## config.mk

```make
export PLATFORM = sky130hd
export DESIGN_NAME = pm_timer
export DESIGN_NICKNAME = d
export VERILOG_FILES = /design/src/rtl/pmt_pkg.sv /design/src/rtl/pmt_counter.sv /design/src/rtl/pmt_status.sv /design/src/rtl/pmt_regs.sv /design/src/rtl/pm_timer.sv
export SDC_FILE = /design/constraint.sdc
export NUM_CORES = 1
export LEC_CHECK = 0
export BUFFER_PORTS_ARGS = -buffer_cell sky130_fd_sc_hd__buf_2
export CORE_MARGIN = 2
export CORE_UTILIZATION = 55
export CTS_BUF_LIST = sky130_fd_sc_hd__clkbuf_4 sky130_fd_sc_hd__clkbuf_8
export CTS_CLUSTER_DIAMETER = 120
export DETAILED_ROUTE_END_ITERATION = 16
export GPL_TIMING_DRIVEN = 0
export PLACE_DENSITY = 0.78
export REMOVE_ABC_BUFFERS = 1
export SETUP_SLACK_MARGIN = 0.5
export SLEW_MARGIN = 20
export SYNTH_ARGS = -nofsm -noshare
export SYNTH_HDL_FRONTEND = slang
export SYNTH_SLANG_ARGS = --single-unit
```

## constraint.sdc

```tcl
create_clock -name clk -period 2.15 [get_ports clk]
set_clock_uncertainty 0.05 [all_clocks]
set_input_delay 0.3225 -clock clk [delete_from_list [all_inputs] [get_ports clk]]
set_output_delay 0.3225 -clock clk [all_outputs]
set_load 0.05 [all_outputs]
```

## src/rtl/pmt_pkg.sv

```systemverilog
package pmt_pkg;
    localparam int ADDR_W      = 3;
    localparam int DATA_W      = 8;
    localparam logic [ADDR_W-1:0] A_STAT = 3'd3;
    localparam logic [ADDR_W-1:0] A_CTRL = 3'd4;
    localparam int CTRL_EN_BIT = 0;
    localparam int CTRL_ON_BIT = 1;

    typedef enum logic {
        ST_IDLE = 1'b0,
        ST_PEND = 1'b1
    } pmt_stat_e;
endpackage

```

## src/rtl/pmt_counter.sv

```systemverilog
module pmt_counter #(
    parameter int CNT_W = 24
) (
    input  logic             clk,
    input  logic             rst_n,
    input  logic             tick_i,
    input  logic             on_i,
    output logic [CNT_W-1:0] cnt_o,
    output logic             flip_o
);
    logic [CNT_W-1:0] cnt_q;
    logic             adv;

    assign adv = tick_i && on_i;
    // The top bit changes exactly when all lower bits are ones and the counter advances.
    assign flip_o = adv && (&cnt_q[CNT_W-2:0]);
    assign cnt_o  = cnt_q;

    always_ff @(posedge clk or negedge rst_n) begin
        if (!rst_n) begin
            cnt_q <= '0;
        end else if (adv) begin
            cnt_q <= cnt_q + 1'b1;
        end
    end

    a_r2_step: assert property (@(posedge clk) disable iff (!rst_n)
        adv |=> cnt_q == $past(cnt_q) + 1'b1);
    a_r2_idle_hold: assert property (@(posedge clk) disable iff (!rst_n)
        !tick_i |=> $stable(cnt_q));
    a_r3_off_hold: assert property (@(posedge clk) disable iff (!rst_n)
        !on_i |=> $stable(cnt_q));
    a_r4_flip_moves_top: assert property (@(posedge clk) disable iff (!rst_n)
        flip_o |=> cnt_q[CNT_W-1] != $past(cnt_q[CNT_W-1]));
endmodule

```

## src/rtl/pmt_status.sv

```systemverilog
module pmt_status
    import pmt_pkg::*;
(
    input  logic clk,
    input  logic rst_n,
    input  logic flip_i,
    input  logic clr_i,
    output logic stat_o
);
    pmt_stat_e st_q, st_d;

    always_comb begin
        st_d = st_q;
        unique case (st_q)
            ST_IDLE: if (flip_i) st_d = ST_PEND;
            ST_PEND: if (clr_i && !flip_i) st_d = ST_IDLE;
        endcase
    end

    always_ff @(posedge clk or negedge rst_n) begin
        if (!rst_n) begin
            st_q <= ST_IDLE;
        end else begin
            st_q <= st_d;
        end
    end

    always_comb begin
        stat_o = (st_q == ST_PEND);
    end

    a_r4_flip_sets: assert property (@(posedge clk) disable iff (!rst_n)
        flip_i |=> stat_o);
    a_r6_clear_wins_alone: assert property (@(posedge clk) disable iff (!rst_n)
        clr_i && !flip_i |=> !stat_o);
    a_r6_sticky: assert property (@(posedge clk) disable iff (!rst_n)
        stat_o && !clr_i |=> stat_o);
endmodule

```

## src/rtl/pmt_regs.sv

```systemverilog
module pmt_regs
    import pmt_pkg::*;
#(
    parameter int CNT_W = 24
) (
    input  logic              clk,
    input  logic              rst_n,
    input  logic              wr_i,
    input  logic              rd_i,
    input  logic [ADDR_W-1:0] addr_i,
    input  logic [DATA_W-1:0] wdata_i,
    input  logic [CNT_W-1:0]  cnt_i,
    input  logic              stat_i,
    output logic [DATA_W-1:0] rdata_o,
    output logic              clr_o,
    output logic              en_o,
    output logic              on_o
);
    localparam int NBYTES = CNT_W / DATA_W;
    localparam int SNAP_W = CNT_W - DATA_W;

    logic [SNAP_W-1:0] snap_q;
    logic              en_q;
    logic              on_q;
    logic [DATA_W-1:0] byte_w [NBYTES];
    logic              unused_wdata;

    assign unused_wdata = ^wdata_i[DATA_W-1:2];

    assign byte_w[0] = cnt_i[DATA_W-1:0];
    generate
        for (genvar g = 1; g < NBYTES; g++) begin : g_byte
            assign byte_w[g] = snap_q[DATA_W*g-1 -: DATA_W];
        end
    endgenerate

    always_ff @(posedge clk or negedge rst_n) begin
        if (!rst_n) begin
            snap_q <= '0;
        end else if (rd_i && addr_i == '0) begin
            snap_q <= cnt_i[CNT_W-1:DATA_W];
        end
    end

    always_ff @(posedge clk or negedge rst_n) begin
        if (!rst_n) begin
            en_q <= 1'b0;
            on_q <= 1'b1;
        end else if (wr_i && addr_i == A_CTRL) begin
            en_q <= wdata_i[CTRL_EN_BIT];
            on_q <= wdata_i[CTRL_ON_BIT];
        end
    end

    assign clr_o = wr_i && (addr_i == A_STAT) && wdata_i[0];
    assign en_o  = en_q;
    assign on_o  = on_q;

    always_comb begin
        rdata_o = '0;
        for (int k = 0; k < NBYTES; k++) begin
            if (addr_i == ADDR_W'(k)) rdata_o = byte_w[k];
        end
        if (addr_i == A_STAT) rdata_o = {{(DATA_W-1){1'b0}}, stat_i};
        if (addr_i == A_CTRL) rdata_o = {{(DATA_W-2){1'b0}}, on_q, en_q};
    end

    a_r8_snapshot: assert property (@(posedge clk) disable iff (!rst_n)
        rd_i && addr_i == '0 |=> snap_q == $past(cnt_i[CNT_W-1:DATA_W]));
    a_r9_ctrl_hold: assert property (@(posedge clk) disable iff (!rst_n)
        !(wr_i && addr_i == A_CTRL) |=> $stable({en_q, on_q}));
endmodule

```

## src/rtl/pm_timer.sv

```systemverilog
module pm_timer
    import pmt_pkg::*;
#(
    parameter int CNT_W = 24
) (
    input  logic       clk,
    input  logic       rst_n,
    input  logic       tick,
    input  logic       reg_wr,
    input  logic       reg_rd,
    input  logic [2:0] reg_addr,
    input  logic [7:0] reg_wdata,
    output logic [7:0] reg_rdata,
    output logic       sci_req
);
    logic [CNT_W-1:0] cnt;
    logic             flip;
    logic             clr;
    logic             stat;
    logic             en;
    logic             on;

    pmt_counter #(.CNT_W(CNT_W)) u_cnt (
        .clk    (clk),
        .rst_n  (rst_n),
        .tick_i (tick),
        .on_i   (on),
        .cnt_o  (cnt),
        .flip_o (flip)
    );

    pmt_status u_stat (
        .clk    (clk),
        .rst_n  (rst_n),
        .flip_i (flip),
        .clr_i  (clr),
        .stat_o (stat)
    );

    pmt_regs #(.CNT_W(CNT_W)) u_regs (
        .clk     (clk),
        .rst_n   (rst_n),
        .wr_i    (reg_wr),
        .rd_i    (reg_rd),
        .addr_i  (reg_addr),
        .wdata_i (reg_wdata),
        .cnt_i   (cnt),
        .stat_i  (stat),
        .rdata_o (reg_rdata),
        .clr_o   (clr),
        .en_o    (en),
        .on_o    (on)
    );

    assign sci_req = stat && en;

    a_r7_req_needs_enable: assert property (@(posedge clk) disable iff (!rst_n)
        sci_req |-> u_regs.en_o);
endmodule

```

## Word level (Yosys, flattened, before mapping)

Index checks and enable logic that the tools add are counted.

- $add $sub $neg: 1
- $mul: 0
- Divide/modulo/power cells: 0
- $lt $le $gt $ge: 0
- Equal/unequal tests: 4
- Shift-type cells: 0
- Multiplexer cells: 8
- Bitwise operators: 1
- Reduce and logical (&&, ||, !) cells: 11

Operators by type and width:

| cell | number |
|---|---|
| $mux 8 | 5 |
| $add 24x1->24 const B | 1 |
| $reduce_and 23->1 | 1 |
| $logic_and 1x1->1 | 8 |
| $eq 3x2->1 const B | 2 |
| $eq 3x1->1 const B | 1 |
| $eq 3x3->1 const B | 1 |
| $logic_not 3->1 | 1 |
| $mux 1 | 2 |
| $pmux 1 s2 | 1 |
| $logic_not 1->1 | 1 |
| $not 1->1 | 1 |

- Bits in registers: 43
- Latch bits: 0
- Memory bits (writable): 0
- ROM bits: 0
- Bits of input ports: 16
- Memories kept: 0

## Depth between registers and ports, before layout

Gate-level depths: netlist of the first run.

- Depth after elaboration: 6
- Depth in mapped cells: 5

## Hierarchy

A second synthesis of the first run with hierarchy kept.

- Cells, all modules: 179
- Area total of the unflattened synthesis: 2145.8 sq um

By module, submodules not included:

| module | times used | cells each | area an instance (sq um) |
|---|---|---|---|
| pmt_counter | 1 | 98 | 1149.9 |
| pmt_regs | 1 | 77 | 953.4 |
| pmt_status | 1 | 3 | 36.3 |
| pm_timer | 1 | 1 | 6.3 |

## Worst setup path before layout of the first run

Ideal clock, no wire load.

- Path kind: in2out
- Start: input port reg_addr[1]
- End: output port reg_rdata[1]
- Arrival time: 1.969 ns
- Required time: 1.778 ns
- Slack: -0.192 ns
- Stages on the path: 4
- Buffers on the path: 1
- Cell sequence: buf_2 and2b_1 a21oi_1 o21ai_0

- Longest elaborated chain between the ends: 6
- Elaborated cells on any way between the ends: 10
- Those cells by class: eq/ne (4); mux (5); reduce/logical (1)

Ends and longest elaborated chain:

| what | RTL line | RTL |
|---|---|---|
| from (decl) | pm_timer.sv:11 | `input logic [2:0] reg_addr,` |
| $logic_not 3->1 | pmt_regs.sv:62 | `if (addr_i == ADDR_W'(k)) rdata_o = byte_w[k];` |
| $mux 8 (3 in series) | pmt_regs.sv:62 |  |
| $mux 8 | pmt_regs.sv:64 | `if (addr_i == A_STAT) rdata_o = {{(DATA_W-1){1'b0}}, stat_i};` |
| $mux 8 (*) | pmt_regs.sv:65 | `if (addr_i == A_CTRL) rdata_o = {{(DATA_W-2){1'b0}}, on_q, en_q};` |
| to (decl) | pm_timer.sv:13 | `output logic [7:0] reg_rdata,` |

Mark *: on every way between the ends. The rest lies on a longest branch, timed or not.

## Worst setup path after layout of the first run

- Start: register u_stat.st_q (netlist: u_stat.stat_o)
- End: output port reg_rdata[0]

- Longest elaborated chain between the ends: 2

Ends and longest elaborated chain:

| what | RTL line | RTL |
|---|---|---|
| from (decl) | pmt_status.sv:10 | `pmt_stat_e st_q, st_d;` |
| from (signal assigned) | pmt_status.sv:24 | `st_q <= st_d;` |
| $mux 8 | pmt_regs.sv:64 |  |
| $mux 8 | pmt_regs.sv:65 |  |

No other way between the ends.

==> impl_metrics.py, run 1 <==
metrics = {
    "cts": {
        "clk_pin_slew_ns": 0.08,
        "tritoncts.num_buffers": 5,
        "htree_levels": 2,
        "insertion_delay_ns": 0.30,
        "clkSinkCount": 43,
        "cts_tree": "done",
        "ctsRootBufferMaster": "clkbuf_8",
        "holdBufCountCts": 0,
        "clk_path_buf_depth": 2,
    },
    "outcome": {
        "status": "completed",
    },
    "floorplan": {
        "fp.dieArea_mm2": 0.00425,
        "die_width_um": 65.2,
        "ios": 25,
        "start_util_pct": 56.6,
        "coreArea_mm2": 0.00363,
        "chipHeight_um": 65.2,
        "rows": 22,
    },
    "global_routing": {
        "grt_pass1_vias": 1473,
        "grt_max_degree": 44,
        "grt_first_pass_wirelength_mm": 7.00,
        "gr-total-overflow": 0,
        "antenna_found_initial": 0,
        "grt.total_usage_pct": 22.2,
    },
    "layout": {
        "diodes": 0,
        "layout_commonest_cell": "dfrtp_1",
        "nets": 229,
        "multi_input_area_um2": 993,
        "drive_gt1_share_pct": 34.7,
        "layout_common_cells": "39 x dfrtp_1, 19 x nor2_1, 19 x mux2_2, 19 x xnor2_1, 14 x nand3_1",
        "n_fill_cell": 253,
        "ff_latch_area_mm2": 0.00108,
        "fin_cells": 261,
        "area_growth_pct": 21.8,
        "final_core_util_pct": 69.0,
    },
    "yosys": {
        "syn_inst": 178,
        "ys_ff_latch": 43,
        "synth.area.mux_share_pct": 14.9,
        "ys_top_cells_by_area": "dfrtp_1 51%, mux2_2 10%, xnor2_1 8.1%",
        "post_synth.cell_area_avg_um2": 11.6,
        "synth.largest_area_cell": "dfrtp_1",
        "yosys.area_share.simple_pct": 18.1,
        "syn_area_mm2": 0.00206,
        "synth_top_family_by_area": "simple AND/OR/NAND/NOR gates",
        "ys_warn_count": 0,
        "synth_compound_area_share_pct": 2.80,
        "yosysSeqAreaShare_pct": 52.3,
        "synth_cell_types": 29,
        "synthXorXnorAreaFrac_pct": 9.79,
        "synthAdderAreaFrac_pct": 0.608,
        "synth.top_cell.area_share_pct": 51.1,
    },
    "drt": {
        "via_count": 1504,
        "routed_wl_mm": 4.53,
        "firstDrtPassIters": 5,
        "vias_per_cell": 5.76,
        "drt_iter0_drc": 104,
        "drtAntennaViolNets": 0,
        "drc": 0,
        "wl_per_cell_um": 17.4,
    },
    "setup_path": {
        "crit_buf_inv": 2,
        "crit_type": "flop to primary output",
        "crit_path_cell_trace": "mux4_2 -> inv_2 -> o21ai_2 -> buf_6",
        "worstPathRequired_ns": 1.78,
        "critical_path_depth": 4,
        "cpPeakStageDelay_ns": 0.49,
        "cp_slowest_cell": "mux4_2",
        "regToRegStartpoint": "u_cnt.cnt_o[3]$_DFFE_PN0P_",
        "cp_max_fo": 3,
        "worstReg2RegEnd": "u_cnt.cnt_o[19]$_DFFE_PN0P_",
        "critPathLaunchType": "flop",
        "ff2ff_path_depth": 6,
        "crit_family": "multiplexers",
        "end_kind": "primary output",
        "r2r_setup_slack_ns": 0.52,
        "worst_ep_arrival_time_ns": 1.47,
    },
    "placement": {
        "dp.cells": 240,
        "numPortBuffers": 18,
        "gp_congestion": 0.852,
        "dp_hpwl_mm": 2.80,
    },
    "timing": {
        "fin_setup_tns_ns": 0,
        "fin_hold_ws_ns": 0.112,
        "slew_headroom_pct": 36.9,
        "fmax_mhz": 542,
        "worstMarginPinSlew_ns": 0.947,
        "fin_crit_sh_pct": 85.9,
        "finalSetupViolCount": 0,
        "drv_slew": 0,
        "fin_crit_ns": 1.85,
        "rsz0062_at_grt": "yes",
        "hold_viol_final": 0,
    },
    "power_and_ir_drop": {
        "pwr_density_cell_mw_per_mm2": 759,
        "leakagePower_nw": 1.15,
        "ir_worst_vdd_mv": 0.396,
    },
    "run": {
        "cap_violations": 0,
    },
    "hold_path": {
        "hold_path.class": "primary input to async pin",
    },
}
==> worst register-to-register path, delay by kind of cell, from the launching register on <==
kind	cells	cell delay (ns)
simple gates	3	0.61
flops	1	0.41
buf+inv	2	0.29
xor+xnor	1	0.15
==> sequential cells by signal, indices dropped and copies added, names as in the netlist <==
| name | flops |
|---|---|
| u_cnt.cnt_o | 24 |
| u_regs.on_o | 1 |
| u_regs.en_o | 1 |
| u_stat.stat_o | 1 |
| u_regs.snap_q | 16 |
==> per-layer routing <==
metal	wire (um)	track usage, %	vias up
li1	-	-	695
met1	1930	27.2	745
met2	2250	36.6	50
met3	257	6.16	14
met4	91	10.4	0
met5	0	0	-
==> power by group <==
group | switching, mW | internal [mW] | total (mW)
sequential | 0.0577 | 0.868 | 0.925
clock | 0.265 | 0.306 | 0.571
combinational | 0.226 | 0.181 | 0.407
==> cell type report <==
class	count	area share, %
well taps	48	2.40
repair buffers	30	10.5
clock buffers	8	4.14
flip-flops and latches	43	43.1
inverters	1	0.150
multi-input cells	131	39.6
==> synth_stat cells <==
cell      number
dfrtp_1       42
mux2_2        19
nor2_1        19
xnor2_1       19
nand3_1       15
nand2_1       13
a21oi_1        7
mux2i_1        7
nand4_1        7
xor2_1         4
and3_1         3
nor4_1         3
o21ai_0        3
nor3_4         2
and2_1         1
and2b_1        1
and4_1         1
buf_2          1
buf_4          1
buf_6          1
clkbuf_1       1
dfstp_2        1
ha_1           1
inv_1          1
mux4_2         1
nand3_2        1
nor2_2         1
nor4b_4        1
o211ai_1       1
==> worst max path at each step <==
stage                          startpoint                            end  slack [ns]
2_1_floorplan                 reg_addr[1]                   reg_rdata[1]        0.02
3_3_place_gp                  reg_addr[2]  u_regs.snap_q[14]$_DFFE_PN0P_        0.16
3_5_place_dp                  reg_addr[2]   u_regs.snap_q[9]$_DFFE_PN0P_        0.12
4_1_cts        u_cnt.cnt_o[0]$_DFFE_PN0P_                   reg_rdata[0]        0.31
5_1_grt           u_stat.stat_o$_DFF_PN0_                   reg_rdata[0]        0.26
6_report          u_stat.stat_o$_DFF_PN0_                   reg_rdata[0]        0.30
==> cell families (layout without fill, tap and decap cells) <==
kind of cell | after synthesis | in the layout
multiplexers | 27 | 27
AO/OA/AOI/OAI | 11 | 11
AND/OR/NAND/NOR | 68 | 69
flip-flops | 43 | 43
adder cells (fa/ha/maj) | 1 | 1
XOR/XNOR | 23 | 23
buffers and inverters | 5 | 39
==> repair_timing <==
action	4_1_cts	5_1_grt
endpoints found under the setup margin	37	22
endpoints found under the hold margin	0	0
setup buffers	8	4
resized for setup	23	10
pin swaps	2	4
gates cloned	0	1
==> stage by stage <==
stage / area (um2) / total power, mW / setup slack (ns)
2_1_floorplan: 2030 / 1.10 / 0.0173
3_3_place_gp: 2180 / 1.18 / 0.157
3_5_place_dp: 2180 / 1.19 / 0.119
4_1_cts: 2410 / 1.83 / 0.310
5_1_grt: 2510 / 1.98 / 0.262
6_report: 2510 / 1.90 / 0.304
Power figures use the tool's default switching activity.
==> inputs of run 2 (changes only) <==
--- a/config.mk
+++ b/config.mk
@@ -7,15 +7,16 @@
 export LEC_CHECK = 0
 export BUFFER_PORTS_ARGS = -buffer_cell sky130_fd_sc_hd__buf_2
 export CORE_MARGIN = 2
-export CORE_UTILIZATION = 55
+export CORE_UTILIZATION = 49
 export CTS_BUF_LIST = sky130_fd_sc_hd__clkbuf_4 sky130_fd_sc_hd__clkbuf_8
 export CTS_CLUSTER_DIAMETER = 120
 export DETAILED_ROUTE_END_ITERATION = 16
 export GPL_TIMING_DRIVEN = 0
-export PLACE_DENSITY = 0.78
+export PLACE_DENSITY = 0.71
 export REMOVE_ABC_BUFFERS = 1
 export SETUP_SLACK_MARGIN = 0.5
 export SLEW_MARGIN = 20
 export SYNTH_ARGS = -nofsm -noshare
 export SYNTH_HDL_FRONTEND = slang
+export SYNTH_HIERARCHICAL = 1
 export SYNTH_SLANG_ARGS = --single-unit
==> run 2 against run 1 <==
- maximum frequency up 5.4%
- power up 7.1%
- sequential power up 3.0%
- sequential cell count unchanged
- setup slack better by 0.095 ns
- wire length up 5.6%
- final cell count up 3.1%
- hold slack better by 0.0050 ns
- first-iteration DRC count up 6.7%
- synthesized cell count up 0.56%
==> impl_metrics.py, run 2 <==
metrics = {
    "power_and_ir_drop": {
        "seqPwrFrac_pct": 46.7,
        "p_comb_share_pct": 25.6,
        "p_switching_mw": 0.592,
        "p_sw_share_pct": 29.0,
        "leakagePower_nw": 1.36,
        "clkPwrFrac_pct": 27.7,
        "pwr_density_cell_mw_per_mm2": 750,
        "ir_worst_vdd_mv": 0.361,
        "intPower_mw": 1.45,
    },
    "setup_path": {
        "worst_ep_arrival_time_ns": 1.92,
        "endpoint": "u_cnt/cnt_o[22]$_DFFE_PN0P_",
        "critPathLaunchType": "flop",
        "end_kind": "flop",
        "cp_slowest_cell": "dfrtp_1",
        "regToRegStartpoint": "u_cnt/cnt_o[1]$_DFFE_PN0P_",
        "cp_max_fo": 4,
        "crit_type": "flop to flop",
        "crit_path_cell_trace": "buf_6 -> ha_4 -> nand4_1 -> nor4_4 -> buf_4 -> and4_1 -> xor2_1",
        "worstReg2RegEnd": "u_cnt/cnt_o[22]$_DFFE_PN0P_",
        "worstPathRequired_ns": 2.32,
        "cp-startpoint": "u_cnt/cnt_o[1]$_DFFE_PN0P_",
        "cpPeakStageDelay_ns": 0.43,
        "r2r_setup_slack_ns": 0.40,
        "ff2ff_path_depth": 7,
    },
    "yosys": {
        "ys_ff_latch": 43,
        "synth_compound_area_share_pct": 3.44,
        "synth.largest_area_cell": "dfrtp_1",
        "synth_commonest_cells": "42 x dfrtp_1, 19 x mux2_2, 16 x nor2_1",
        "synth_top_family_by_area": "simple AND/OR/NAND/NOR gates",
        "post_synth.cell_area_avg_um2": 12.0,
        "ys_top_cells_by_area": "dfrtp_1 49%, mux2_2 10%, xnor2_1 4.9%",
        "synth.top_cell.area_share_pct": 49.0,
        "synth_edf_count": 0,
        "yosysSeqAreaShare_pct": 50.2,
        "syn_area_mm2": 0.00215,
        "synthArstFlopShare_pct": 100,
        "yosysMostFrequentCell": "dfrtp_1",
        "synthXorXnorAreaFrac_pct": 9.39,
        "synth_cell_types": 36,
        "synthAdderAreaFrac_pct": 0.583,
        "ys_warn_count": 6,
        "synth-main-ff-cell": "dfrtp_1",
        "synth.area.mux_share_pct": 14.2,
        "syn_inst": 179,
        "yosys.area_share.simple_pct": 18.9,
    },
    "drt": {
        "via_count": 1540,
        "vias_per_cell": 5.72,
        "drc": 0,
        "drt_iter0_drc": 111,
        "routed_wl_mm": 4.79,
        "firstDrtPassIters": 4,
        "drtAntennaViolNets": 0,
        "wl_per_cell_um": 17.8,
    },
    "layout": {
        "largest_reg_flops": 24,
        "drive_gt1_share_pct": 44.2,
        "area_growth_pct": 26.8,
        "final_core_util_pct": 63.3,
        "diodes": 0,
        "layout_commonest_cell": "dfrtp_1",
        "nets": 233,
        "n_fill_cell": 311,
        "ff_latch_area_mm2": 0.00108,
        "layout_common_cells": "39 x dfrtp_1, 19 x buf_4, 19 x mux2_2",
        "multi_input_area_mm2": 0.00116,
    },
    "floorplan": {
        "chipHeight_um": 70.2,
        "die_width_um": 70.2,
        "start_util_pct": 50.0,
        "rows": 24,
        "ios": 25,
        "coreArea_mm2": 0.00429,
        "fp.dieArea_mm2": 0.00492,
    },
    "cts": {
        "insertion_delay_ns": 0.30,
        "ctsRootBufferMaster": "clkbuf_8",
        "tritoncts.num_buffers": 5,
        "htree_levels": 2,
        "clk_path_buf_depth": 2,
        "cts_tree": "done",
        "clk_pin_slew_ns": 0.08,
        "clkSinkCount": 43,
        "holdBufCountCts": 0,
    },
    "timing": {
        "rsz0062_at_grt": "yes",
        "setup_ws_ns": 0.399,
        "fin_setup_tns_ns": 0,
        "worstMarginPinSlew_ns": 0.933,
        "fin_crit_sh_pct": 81.5,
        "drv_slew": 0,
        "fin_crit_ns": 1.75,
        "slew_headroom_pct": 37.8,
        "fmax_mhz": 571,
        "hold_viol_final": 0,
        "finalSetupViolCount": 0,
    },
    "placement": {
        "dp_slack_ns": 0.112,
        "numPortBuffers": 18,
        "gp_congestion": 0.828,
        "dp_hpwl_mm": 2.85,
    },
    "global_routing": {
        "antenna_found_initial": 0,
        "grt.total_usage_pct": 19.6,
        "grt_first_pass_wirelength_mm": 7.42,
        "gr-total-overflow": 0,
        "grt_pass1_vias": 1496,
        "grt_max_degree": 44,
    },
    "outcome": {
        "status": "completed",
    },
    "run": {
        "cap_violations": 0,
    },
    "hold_path": {
        "hold_path.class": "primary input to async pin",
    },
}
==> run 2: cell types whose count changed after synthesis, sizes merged, moves of 3 or more <==
cell	previous run	this run
a21oi	7	0
a2bb2oi	0	6
buf	3	6
inv	1	5
nand2	13	7
nand3	16	11
nor2	20	16
nor4	3	6
o21ai	3	0
xnor2	19	12
xor2	4	11
==> run 2: repair_timing <==
action                                 in CTS  in global routing
cloned                                      1                  0
setup buffers                              13                  6
pin swaps                                   7                 15
endpoints found under the hold margin       0                  0
gates resized for setup                    24                 28
setup endpoints to repair                  41                 23
==> run 2: layout make-up <==
cell class	count	area share, %
multi-input cells	124	42.5
flip-flops and latches	43	39.7
repair buffers	37	10.9
clock buffers	8	3.82
well taps	52	2.39
inverters	5	0.690
==> run 2: how the worst min path moves through the flow <==
| stage | depth (start not counted) | to | slack (ns) |
|---|---|---|---|
| floorplan | 0 | u_cnt/cnt_o[0]$_DFFE_PN0P_ | -0.02 |
| global placement | 1 | u_cnt/cnt_o[23]$_DFFE_PN0P_ | 0.41 |
| detailed placement | 1 | u_cnt/cnt_o[23]$_DFFE_PN0P_ | 0.41 |
| CTS | 1 | u_cnt/cnt_o[17]$_DFFE_PN0P_ | 0.14 |
| global route | 1 | u_cnt/cnt_o[13]$_DFFE_PN0P_ | 0.18 |
| finish | 1 | u_cnt/cnt_o[17]$_DFFE_PN0P_ | 0.12 |
==> run 2: logic make-up (layout without fill, tap and decap cells) <==
logic type / count (synthesis) / count (layout)
and+or+nand+nor: 62 / 63
DFF: 43 / 43
muxes: 28 / 28
xor gates and xnor gates: 23 / 23
buffers and inverters: 13 / 50
AOI/OAI and AO/OA: 9 / 9
adders and majority gates: 1 / 1
==> run 2: per-layer routing <==
metal | vias up | share of wire, % | wire length, um | GRT usage, %
met3 | 7 | 4.3 | 205 | 3.32
met1 | 788 | 43 | 2050 | 25.9
met5 | - | 0 | 0 | 0
li1 | 697 | - | - | -
met2 | 48 | 51 | 2450 | 31.4
met4 | 0 | 1.7 | 82 | 9.19
==> run 2: critical path: cells and delay by family (launching register included) <==
kind,cells,cell delay [ns]
AND/OR/NAND/NOR,3,0.61
flip-flops,1,0.43
buffers and inverters,2,0.31
XOR/XNOR,1,0.16
adder cells (fa/ha/maj),1,0.12
==> run 2: stage by stage <==
stage,power [mW],area [um2],cells,hold slack (ns)
floorplan,1.16,2090,171,-0.0231
global placement,1.24,2250,241,0.406
detailed placement,1.27,2250,241,0.414
CTS,1.94,2530,263,0.141
global route,2.12,2720,269,0.184
finish,2.04,2720,269,0.117
==> run 2: power groups by stage <==
stage	Sequential (mW)	Combinational (mW)	Clock, mW
after floorplan	0.954	0.208	0
after global placement	0.973	0.270	0
after detailed placement	0.981	0.285	0
after CTS	0.947	0.420	0.576
after global routing	0.954	0.545	0.616
final	0.953	0.521	0.565
